==> config.mk <==
export PLATFORM = sky130hd
export DESIGN_NAME = timed_dff
export DESIGN_NICKNAME = d
export VERILOG_FILES = /design/src/rtl/tdff_pkg.sv /design/src/rtl/tdff_edge_find.sv /design/src/rtl/tdff_level_at.sv /design/src/rtl/tdff_q_merge.sv /design/src/rtl/tdff_loop_brk.sv /design/src/rtl/timed_dff.sv
export SDC_FILE = /design/constraint.sdc
export NUM_CORES = 1
export LEC_CHECK = 0
export BUFFER_PORTS_ARGS = -buffer_cell sky130_fd_sc_hd__buf_2
export CAP_MARGIN = 20
export CORE_UTILIZATION = 39
export DETAILED_ROUTE_END_ITERATION = 7
export PLACE_DENSITY = 0.72
export SLEW_MARGIN = 10
export SYNTH_ARGS = -nofsm -noshare
export SYNTH_HDL_FRONTEND = slang
export SYNTH_SLANG_ARGS = --single-unit
==> constraint.sdc <==
create_clock -name ref_clk -period 1.9 [get_ports ref_clk]
set_input_delay 0.095 -clock ref_clk [delete_from_list [all_inputs] [get_ports ref_clk]]
set_output_delay 0.095 -clock ref_clk [all_outputs]
set_load 0.02 [all_outputs]
==> src/rtl/tdff_pkg.sv <==
`timescale 1ns/1ps
package tdff_pkg;
  typedef enum logic [1:0] {
    EDGE_RISE = 2'd0,
    EDGE_FALL = 2'd1,
    EDGE_BOTH = 2'd2
  } tdff_edge_e;

  // number of clock slots the cell honours per reference cycle
  localparam int unsigned ACT_SLOTS = 2;
endpackage

==> src/rtl/tdff_edge_find.sv <==
`timescale 1ns/1ps
module tdff_edge_find
  import tdff_pkg::*;
#(
  parameter int unsigned OW = 3,
  parameter int unsigned CS = 4,
  parameter tdff_edge_e  MODE = EDGE_RISE
) (
  input  logic                          lvl,
  input  logic [CS-1:0]                 vld,
  input  logic [CS*OW-1:0]              off,
  output logic [ACT_SLOTS-1:0]          act_vld,
  output logic [ACT_SLOTS-1:0][OW-1:0]  act_off,
  output logic                          bad
);
  logic start;
  logic too_many;
  logic misorder;

  assign start = lvl ^ (^vld);

  always_comb begin
    int cnt;
    cnt = 0;
    for (int i = 0; i < CS; i++) begin
      if (vld[i]) cnt = cnt + 1;
    end
    too_many = (cnt > int'(ACT_SLOTS));
  end

  always_comb begin
    misorder = 1'b0;
    for (int i = 0; i + 1 < CS; i++) begin
      if (vld[i+1] && (!vld[i] || (off[(i+1)*OW +: OW] < off[i*OW +: OW])))
        misorder = 1'b1;
    end
  end

  assign bad = too_many | misorder;

  for (genvar s = 0; s < ACT_SLOTS; s++) begin : g_off
    assign act_off[s] = off[s*OW +: OW];
  end

  // slot 0 leaves the start level, slot 1 returns to it
  if (MODE == EDGE_RISE) begin : g_rise
    assign act_vld = {vld[1] & start, vld[0] & ~start};
  end else if (MODE == EDGE_FALL) begin : g_fall
    assign act_vld = {vld[1] & ~start, vld[0] & start};
  end else begin : g_both
    assign act_vld = vld[1:0];
  end
endmodule

==> src/rtl/tdff_level_at.sv <==
`timescale 1ns/1ps
module tdff_level_at #(
  parameter int unsigned OW = 3,
  parameter int unsigned DS = 2
) (
  input  logic            lvl,
  input  logic [DS-1:0]   vld,
  input  logic [DS*OW-1:0] off,
  input  logic [OW-1:0]   at,
  output logic            lvl_at
);
  logic start;
  logic flips;

  assign start = lvl ^ (^vld);

  always_comb begin
    flips = 1'b0;
    for (int i = 0; i < DS; i++) begin
      if (vld[i] && (off[i*OW +: OW] < at)) flips = ~flips;
    end
  end

  assign lvl_at = start ^ flips;
endmodule

==> src/rtl/tdff_q_merge.sv <==
`timescale 1ns/1ps
module tdff_q_merge #(
  parameter int unsigned OW = 3
) (
  input  logic            q_start,
  input  logic [1:0]      act_vld,
  input  logic [1:0][OW-1:0] act_off,
  input  logic [1:0]      cap,
  output logic            q_end,
  output logic [1:0]      q_vld,
  output logic [2*OW-1:0] q_off
);
  logic q_mid;
  logic tog0;
  logic tog1;

  assign tog0  = act_vld[0] & (cap[0] != q_start);
  assign q_mid = act_vld[0] ? cap[0] : q_start;
  assign tog1  = act_vld[1] & (cap[1] != q_mid);
  assign q_end = act_vld[1] ? cap[1] : q_mid;

  always_comb begin
    q_vld = {tog0 & tog1, tog0 | tog1};
    q_off = '0;
    if (tog0) begin
      q_off[OW-1:0] = act_off[0];
      if (tog1) q_off[2*OW-1:OW] = act_off[1];
    end else if (tog1) begin
      q_off[OW-1:0] = act_off[1];
    end
  end
endmodule

==> src/rtl/tdff_loop_brk.sv <==
`timescale 1ns/1ps
module tdff_loop_brk #(
  parameter bit INIT = 1'b0
) (
  input  logic clk,
  input  logic rst,
  input  logic d,
  output logic q
);
  always_ff @(posedge clk) begin
    if (rst) q <= INIT;
    else     q <= d;
  end
endmodule

==> src/rtl/timed_dff.sv <==
`timescale 1ns/1ps
module timed_dff
  import tdff_pkg::*;
#(
  parameter int unsigned OFF_W     = 3,
  parameter int unsigned CLK_SLOTS = 4,
  parameter int unsigned DAT_SLOTS = 2,
  parameter tdff_edge_e  EDGE_MODE = EDGE_RISE,
  parameter bit          INIT_Q    = 1'b0
) (
  input  logic                       ref_clk,
  input  logic                       rst,
  input  logic                       eclk_lvl,
  input  logic [CLK_SLOTS-1:0]       eclk_vld,
  input  logic [CLK_SLOTS*OFF_W-1:0] eclk_off,
  input  logic                       ed_lvl,
  input  logic [DAT_SLOTS-1:0]       ed_vld,
  input  logic [DAT_SLOTS*OFF_W-1:0] ed_off,
  output logic                       eq_lvl,
  output logic [1:0]                 eq_vld,
  output logic [2*OFF_W-1:0]         eq_off,
  output logic                       clk_err
);
  logic [ACT_SLOTS-1:0]             act_vld;
  logic [ACT_SLOTS-1:0][OFF_W-1:0]  act_off;
  logic [ACT_SLOTS-1:0]             cap;
  logic                             q_held;

  tdff_edge_find #(.OW(OFF_W), .CS(CLK_SLOTS), .MODE(EDGE_MODE)) u_edges (
    .lvl     (eclk_lvl),
    .vld     (eclk_vld),
    .off     (eclk_off),
    .act_vld (act_vld),
    .act_off (act_off),
    .bad     (clk_err)
  );

  for (genvar e = 0; e < ACT_SLOTS; e++) begin : g_sample
    tdff_level_at #(.OW(OFF_W), .DS(DAT_SLOTS)) u_lvl (
      .lvl    (ed_lvl),
      .vld    (ed_vld),
      .off    (ed_off),
      .at     (act_off[e]),
      .lvl_at (cap[e])
    );
  end

  tdff_q_merge #(.OW(OFF_W)) u_merge (
    .q_start (q_held),
    .act_vld (act_vld),
    .act_off (act_off),
    .cap     (cap),
    .q_end   (eq_lvl),
    .q_vld   (eq_vld),
    .q_off   (eq_off)
  );

  tdff_loop_brk #(.INIT(INIT_Q)) u_brk (
    .clk (ref_clk),
    .rst (rst),
    .d   (eq_lvl),
    .q   (q_held)
  );
endmodule

; Word-level counts from Yosys, hierarchy flattened
; Index checks and enable logic that the tools add are counted.
[totals]
ff_bits = 1
inputBits = 28
output_inout_bits = 10
word_cells = 59
[classes]
add_sub_neg = 3
magnitude_cmp = 8
n_eq_ne = 2
n_mux = 16
n_bitwise = 14
reduce_logical = 15
[ops]
columns = cell, count
row1 = two-way mux 32 bit, 3
row2 = "adder 32 x 2 -> 32 bit, second input constant", 2
row3 = "greater-than comparator 32 x 3 -> 1 bit, second input constant", 1
row4 = < comparator 3 bit, 7
row5 = two-way mux 1 bit, 10
row6 = two-way mux 3 bit, 3
row7 = logical AND 1 bit, 7
row8 = AND 1 bit, 5
row9 = XOR reduction 4 bit, 1
row10 = XOR 1 bit, 4
row11 = logical NOT 1 bit, 3
row12 = logical OR 1 bit, 3
row13 = inverter 1 bit, 3
row14 = "adder 1 x 1 -> 2 bit, second input constant", 1
row15 = != test 1 bit, 2
row16 = OR 1 bit, 2
row17 = XOR reduction 2 bit, 1

; Logic depth before layout (Yosys ltp)
; Gate-level depths: netlist of the first run.
[logic_depth]
word_depth = 11
ltp_mapped = 10
ltp_nobuf = 10

; Modules after synthesis
; A second synthesis of the first run with hierarchy kept.
[unflattened]
hier_cells = 122
hier_area_um2 = 919.6
[by_module_without_submodules]
columns = mod, instances, cells_each, area_each_um2, seq_area_each_um2
row1 = tdff_edge_find, 1, 53, 385.4, 0.0
row2 = tdff_level_at, 2, 19, 161.4, 0.0
row3 = tdff_q_merge, 1, 29, 177.7, 0.0
row4 = tdff_loop_brk, 1, 2, 33.8, 20.0

; Least setup slack after synthesis of the first run
; Ideal clock, no wire load.
[synth_path]
path_type = input port to output port
from = in eclk_off[5]
to = out eq_off[0]
t_arrival_ps = 1706
required_ps = 1805
slack_ps = 99
cell_stages = 7
path_buffers = 0
path_cell_list = inv_1 -> ha_1 -> and2_1 -> a221oi_2 -> xnor3_2 -> nor2_2 -> a22o_1
[synth_via]
elab_chain_len = 10
elab_cells_between_ends = 12
classes_between = order compare: 2 / eq/ne: 1 / mux: 4 / bitwise: 3 / reduce/logical: 2
[synth_lines]
columns = element, line_no
row1 = from (decl), timed_dff.sv:15  ; input logic [CLK_SLOTS*OFF_W-1:0] eclk_off,
row2 = < comparator 3 bit, tdff_level_at.sv:20  ; if (vld[i] && (off[i*OW +: OW] < at)) flips = ~flips;
row3 = logical AND 1 bit, tdff_level_at.sv:20
row4 = two-way mux 1 bit, tdff_level_at.sv:20
row5 = inverter 1 bit, tdff_level_at.sv:20
row6 = two-way mux 1 bit *, tdff_level_at.sv:20
row7 = XOR 1 bit *, tdff_level_at.sv:24  ; assign lvl_at = start ^ flips;
row8 = != test 1 bit *, tdff_q_merge.sv:19  ; assign tog1 = act_vld[1] & (cap[1] != q_mid);
row9 = AND 1 bit *, tdff_q_merge.sv:19
row10 = two-way mux 3 bit *, tdff_q_merge.sv:28  ; end else if (tog1) begin
row11 = two-way mux 3 bit *, tdff_q_merge.sv:25  ; if (tog0) begin
row12 = to (decl), timed_dff.sv:21  ; output logic [2*OFF_W-1:0] eq_off,
; Mark *: on every way between the ends. The rest lies on a longest branch, timed or not.

; Worst setup path in the final report of the first run
[layout_path]
from = in eclk_off[1]
to = out eq_off[0]
[layout_via]
elab_chain_len = 11
elab_cells_between_ends = 15
classes_between = order compare: 2 / eq/ne: 2 / mux: 5 / bitwise: 4 / reduce/logical: 2
[layout_lines]
columns = element, line_no
row1 = < comparator 3 bit, tdff_level_at.sv:20
row2 = logical AND 1 bit, tdff_level_at.sv:20
row3 = two-way mux 1 bit, tdff_level_at.sv:20
row4 = inverter 1 bit, tdff_level_at.sv:20
row5 = two-way mux 1 bit *, tdff_level_at.sv:20
row6 = XOR 1 bit *, tdff_level_at.sv:24
row7 = two-way mux 1 bit, tdff_q_merge.sv:18  ; assign q_mid = act_vld[0] ? cap[0] : q_start;
row8 = != test 1 bit, tdff_q_merge.sv:19
row9 = AND 1 bit, tdff_q_merge.sv:19
row10 = two-way mux 3 bit, tdff_q_merge.sv:28
row11 = two-way mux 3 bit *, tdff_q_merge.sv:25
; Marked as above.

==> results of run 1 <==
-- through the flow --
step,power [mW],utilization
final,0.587,0.665
after global routing,0.639,0.665
after CTS,0.527,0.603
after detailed placement,0.469,0.554
after global placement,0.460,0.554
after floorplan,0.342,-
-- area by class of cell --
| type | count | share of cell area |
|---|---|---|
| Timing Repair Buffer | 51 | 0.270 |
| Inverter | 8 | 0.0307 |
| Multi-Input combinational cell | 84 | 0.658 |
| Tap cell | 27 | 0.0259 |
| Sequential cell | 1 | 0.0153 |
-- power by group through the flow --
stage | sequential (mW) | clock, mW | combinational [mW]
floorplan | 0.0301 | 0 | 0.312
global placement | 0.0305 | 0 | 0.430
detailed placement | 0.0306 | 0 | 0.439
CTS | 0.0306 | 0 | 0.496
global route | 0.0309 | 0 | 0.608
finish | 0.0305 | 0 | 0.557
-- per-layer routing --
| metal | vias to the layer above | part of all wire | wire length, um | global-route usage |
|---|---|---|---|---|
| li1 | 428 | - | - | - |
| met1 | 414 | 0.40 | 871 | 0.196 |
| met2 | 27 | 0.55 | 1210 | 0.375 |
| met3 | 4 | 0.037 | 81 | 0 |
| met4 | 0 | 0.013 | 28 | 0 |
| met5 | - | 0 | 0 | 0 |
-- Yosys cell counts, drive strengths merged --
library cell | instances | area share
a21o | 3 | 0.028
a21oi | 4 | 0.025
a221oi | 4 | 0.059
a22o | 3 | 0.033
and2 | 4 | 0.031
and3b | 1 | 0.011
buf | 4 | 0.037
conb | 1 | 0.0046
dfxtp | 1 | 0.025
ha | 18 | 0.28
inv | 8 | 0.037
nand2 | 6 | 0.028
nand2b | 9 | 0.070
nand3 | 2 | 0.012
nand4 | 1 | 0.0077
nor2 | 3 | 0.020
nor3 | 2 | 0.012
o21ai | 4 | 0.025
o22ai | 2 | 0.015
or2 | 1 | 0.0077
or2b | 4 | 0.037
xnor2 | 2 | 0.031
xnor3 | 5 | 0.14
xor2 | 2 | 0.022
-- logic make-up after synthesis --
family	share of synthesized area
AND/OR/NAND/NOR	0.237
AO/OA/AOI/OAI	0.184
adder cells (fa/ha/maj)	0.279
buffers and inverters	0.0743
XOR/XNOR	0.197
flip-flops	0.0248
other	0.00464
-- cells in the final DEF (no fill, tap or decap), drive strengths merged, types with 3 or more instances in the layout --
| master | count |
|---|---|
| o21ai | 4 |
| and2 | 4 |
| ha | 18 |
| a221oi | 4 |
| inv | 8 |
| xnor3 | 5 |
| a21oi | 4 |
| conb | 4 |
| buf | 51 |
| a21o | 3 |
| or2b | 4 |
| nand2 | 6 |
| a22o | 3 |
| nor2 | 3 |
| nand2b | 9 |
-- worst reg2reg max path, delay by kind of cell (launching register included) --
kind / cells / cell delay (ns)
flops: 1 / 0.34
simple gates: 2 / 0.34
-- worst max-delay path by stage --
| stage | startpoint | cells past startpoint | slack (ns) | to |
|---|---|---|---|---|
| 5_1_grt | eclk_off[1] | 9 | -0.07 | eq_off[0] |
| 4_1_cts | eclk_off[2] | 10 | -0.01 | eq_off[2] |
| 2_1_floorplan | eclk_off[5] | 7 | 0.1 | eq_off[0] |
| 3_3_place_gp | eclk_off[5] | 9 | -0.17 | eq_off[2] |
| 3_5_place_dp | eclk_off[5] | 9 | -0.19 | eq_off[2] |
| 6_report | eclk_off[1] | 9 | 0.02 | eq_off[0] |
-- timing repair --
action / in CTS / in global routing
gates resized for setup: 16 / 27
setup endpoints to repair: 6 / 7
pin swaps: 9 / 17
setup buffers: 3 / 2
==> metrics, run 1 <==
result of the run finished clean; sum of overflow across all layers after global routing 0; number of design-rule violations left by the first detailed-router iteration 7; average instance area after synthesis 8.60 um^2; post-place instance area 0.00109 mm^2; final estimated routing congestion in global placement 0.812; Rows 16; post-route setup slack 0.0158 ns; synth warn 0; Int Power 0.334 mW; standard cell core area 0.00196 mm^2; drt pass-1 iters 4; instance count of the mapped netlist 94; Switching Power 0.253 mW; unrepaired setup endpoints after global routing true; endpoint kind of the worst setup timing path output port; final-report max-slew violation count 0; total vias in the final route 873; count of hold-fix buffers inserted at cts 0; overall fraction of global-route tracks in use 0.174; Worst path top cell family by delay compound AO/OA/AOI/OAI gates; Buffers on Ports 33; power share of the combinational group 0.948; starting density of the core 0.412; worst reg2reg startpoint u_brk.q; register bit count reported by yosys 1; Worst setup SP type input pin; Critical R2R Capture u_brk.q; leak pwr 0.675 nW; Buf/Inv on CP 3; vias in the first global route 714; Clock Pin Slew Worst Setup and Hold Paths 0 ns; areal power density over the cells 450 mW/mm^2; TNS Setup 0 ns; flip-flop count of the largest register after layout 1; sequential element share of the synthesized area 0.0248; type of the tightest min-delay check in2reg; placed wire-length estimate 1570 um; first-pass GRT wire length 2840 um; routed wirelength normalized by instance count 12.8 um; endpoint with the worst hold slack u_brk.q; antenna violations before repair 0; final antenna diode count 0; maximum fanout along the worst path 3; layout-stage area growth over the synthesis result 61.5%; Hold Crit Depth 2; IO Count 38; net count of the finished layout 192; critical path cell sequence buf_2, inv_2, ha_1, and2_4, a221oi_4, xnor3_2, nor2_4, a22o_1, buf_6; number of cells after detailed placement 166; registers with the most flip-flops u_brk.q (1); number of routed nets with antenna violations 0; final period demand of the worst path 1.88 ns; pre-CTS setup slack -0.193 ns; multi-input gate area in the final layout 858 um^2; Top reg by flops u_brk.q; arrival time of the worst setup path 1.79 ns; horizontal die dimension 47.5 um; hold violation count in the final report 0; number of max-capacitance violations reported 0; insertion delay of the later-clocked pin in the worst-skew pair 0 ns; final instance area 0.00131 mm^2; Die Outline Area 0.00226 mm^2; r2r worst-path depth 2; number of library cell types mapped by synthesis 29; number of setup violations in the final report 0; via density per instance 5.11; number of cells in the finished layout apart from fillers 171; CP peak stage delay 0.41 ns; Peak VDD IR 0.516 mV; worst setup path class in2out; standard cell with the maximum stage delay on the critical path sky130_fd_sc_hd__xnor3_2; share of total power consumed by net switching 0.431; die height 47.5 um; routed wire length 2190 um; hold slack final 0.268 ns; Highest Clock Rate 0.531 GHz; required time worst endpoint 1.80 ns; pin count of the biggest net entering global routing 7; Register Area 20.0 um^2; Max Clock Skew 0 ns; share of total power in the clock network 0; synthesized area 808 um^2; final worst path period share 0.992; layout filler cell count 169; part of the power in registers 0.052; DRC violation count after routing 0; register-to-register path setup slack 1.14 ns; Worst Hold Launch rst; share of final-layout standard cells stronger than drive strength 1 0.521
(Power assumes the default switching activity.)
==> inputs of run 2 (changes only) <==
--- a/config.mk
+++ b/config.mk
@@ -5,10 +5,12 @@
 export SDC_FILE = /design/constraint.sdc
 export NUM_CORES = 1
 export LEC_CHECK = 0
+export ABC_CLOCK_PERIOD_IN_PS = 1900
 export BUFFER_PORTS_ARGS = -buffer_cell sky130_fd_sc_hd__buf_2
 export CAP_MARGIN = 20
 export CORE_UTILIZATION = 39
 export DETAILED_ROUTE_END_ITERATION = 7
+export GPL_TIMING_DRIVEN = 0
 export PLACE_DENSITY = 0.72
 export SLEW_MARGIN = 10
 export SYNTH_ARGS = -nofsm -noshare
==> metrics, run 2 (synthesis results as in run 1) <==
violated checks setup timing; starting density of the core 0.412 (unchanged); fraction of met2 tracks used by global routing 0.373 (was 0.375); final worst path period share 1.01 (was 0.992); Buffers on Ports 33 (unchanged); pin count of the biggest net entering global routing 7 (unchanged); power share of the combinational group 0.949 (was 0.948); global-route met1 utilization 0.226 (was 0.196); endpoint with the worst hold slack u_brk.q (unchanged); CP peak stage delay 0.43 ns (was 0.41 ns); unrepaired setup endpoints after global routing true (unchanged); final period demand of the worst path 1.93 ns (was 1.88 ns); result of the run finished, violations left (was finished clean); Worst path top cell family by delay compound AO/OA/AOI/OAI gates (unchanged); layer with the highest usage after global routing met2 (unchanged); Highest Clock Rate 0.519 GHz (was 0.531 GHz); flip-flop count of the largest register after layout 1 (unchanged); Register Area 20.0 um^2 (unchanged); share of total power consumed by net switching 0.447 (was 0.431); vias in the first global route 714 (unchanged); sum of overflow across all layers after global routing 0 (unchanged); register-to-register path setup slack 1.14 ns (about the same); final antenna diode count 0 (unchanged); Clock Pin Slew Worst Setup and Hold Paths 0 ns (about the same); post-route setup slack -0.0262 ns (was 0.0158 ns); Max Clock Skew 0 ns (unchanged); routed wire length 2700 um (was 2190 um); worst reg2reg startpoint u_brk.q (unchanged); routed wirelength normalized by instance count 16.2 um (was 12.8 um); IO Count 38 (unchanged); Worst Hold Launch rst (unchanged); drt pass-1 iters 4 (unchanged); total vias in the final route 882 (was 873); number of routed nets with antenna violations 0 (unchanged); Rows 16 (unchanged); post-place instance area 0.00102 mm^2 (was 0.00109 mm^2); Switching Power 0.275 mW (was 0.253 mW); share of total power in the clock network 0 (about the same); hold slack final 0.264 ns (was 0.268 ns); number of cells in the finished layout apart from fillers 167 (was 171); net count of the finished layout 188 (was 192); routing usage on met3 0.00377 (was 0); worst setup path class in2out (unchanged); required time worst endpoint 1.80 ns (about the same); first-pass GRT wire length 3030 um (was 2840 um); most common cell after layout, fill and taps aside sky130_fd_sc_hd__buf_2 (unchanged); horizontal die dimension 47.5 um (unchanged); final instance area 0.00138 mm^2 (was 0.00131 mm^2); hold violation count in the final report 0 (unchanged); share of final-layout standard cells stronger than drive strength 1 0.550 (was 0.521); final estimated routing congestion in global placement 0.745 (was 0.812); die height 47.5 um (unchanged); Critical R2R Capture u_brk.q (unchanged); standard cell with the maximum stage delay on the critical path sky130_fd_sc_hd__xnor3_2 (unchanged); insertion delay of the later-clocked pin in the worst-skew pair 0 ns (about the same); r2r worst-path depth 2 (unchanged); number of max-capacitance violations reported 0 (unchanged); layout filler cell count 142 (was 169); Top reg by flops u_brk.q (unchanged); Die Outline Area 0.00226 mm^2 (unchanged); pre-CTS setup slack -0.263 ns (was -0.193 ns); Int Power 0.340 mW (was 0.334 mW); layout-stage area growth over the synthesis result 70.3% (was 61.5%); critical path cell sequence buf_2, ha_4, and2_4, a221oi_4, xnor3_2, nor2_4, a22o_1, buf_6 (was buf_2, inv_2, ha_1, and2_4, a221oi_4, xnor3_2, nor2_4, a22o_1, buf_6); Finished Core Util 0.702 (was 0.665); total power 0.615 mW (was 0.587 mW); antenna violations before repair 0 (unchanged); number of cells after detailed placement 157 (was 166); Hold Crit Depth 2 (unchanged); multi-input gate area in the final layout 936 um^2 (was 858 um^2); overall fraction of global-route tracks in use 0.190 (was 0.174); number of design-rule violations left by the first detailed-router iteration 9 (was 7); endpoint kind of the worst setup timing path output port (unchanged); standard cell core area 0.00196 mm^2 (unchanged); type of the tightest min-delay check in2reg (unchanged); via density per instance 5.28 (was 5.11); areal power density over the cells 447 mW/mm^2 (was 450 mW/mm^2); number of setup violations in the final report 2 (was 0); TNS Setup -0.0317 ns (was 0 ns); placed wire-length estimate 1480 um (was 1570 um); part of the power in registers 0.051 (was 0.052); arrival time of the worst setup path 1.83 ns (was 1.79 ns); registers with the most flip-flops u_brk.q (1) (unchanged); DRC violation count after routing 0 (unchanged); most frequent cells in the layout sky130_fd_sc_hd__buf_2, sky130_fd_sc_hd__buf_4, sky130_fd_sc_hd__ha_1, sky130_fd_sc_hd__nand2b_1, sky130_fd_sc_hd__ha_4 (was sky130_fd_sc_hd__buf_2, sky130_fd_sc_hd__buf_4, sky130_fd_sc_hd__ha_1, sky130_fd_sc_hd__nand2b_1); leak pwr 0.672 nW (was 0.675 nW); Peak VDD IR 0.398 mV (was 0.516 mV); final-report max-slew violation count 0 (unchanged); Worst setup SP type input pin (unchanged); Buf/Inv on CP 2 (was 3); maximum fanout along the worst path 3 (unchanged)
-- run 2: worst max path at each step --
stage                            from         to  slack [ns]  cells after the start
final                       ed_off[2]  eq_off[0]       -0.03                      8
after global routing        ed_off[2]  eq_off[0]       -0.06                      8
after CTS                 eclk_off[5]  eq_off[2]       0.007                      9
after detailed placement  eclk_off[5]  eq_off[2]       -0.26                      9
after global placement    eclk_off[5]  eq_off[2]       -0.25                      9
after floorplan           eclk_off[5]  eq_off[0]         0.1                      7
-- run 2: area by class of cell --
class	instances	area share
multi-input cells	84	0.680
well taps	27	0.0245
flip-flops and latches	1	0.0145
inverters	8	0.0364
plain buffers	4	0.0218
repair buffers	43	0.223
-- run 2: power groups by stage --
stage	clock network (mW)	logic [mW]	registers [mW]
6_report	0	0.584	0.0311
5_1_grt	0	0.626	0.0314
4_1_cts	0	0.508	0.0305
3_5_place_dp	0	0.415	0.0304
3_3_place_gp	0	0.405	0.0306
2_1_floorplan	0	0.312	0.0301
-- run 2: per-layer routing --
layer | routed length, um | up-vias
li1 | - | 421
met1 | 962 | 410
met4 | 137 | 0
met3 | 90 | 14
met2 | 1510 | 37
met5 | 0 | -
-- run 2: timing repair --
action / CTS / global route
pin swaps: 12 / 16
endpoints found under the setup margin: 6 / 7
resized for setup: 29 / 28
buffers inserted: 4 / 6
hold buffers: 0 / 0
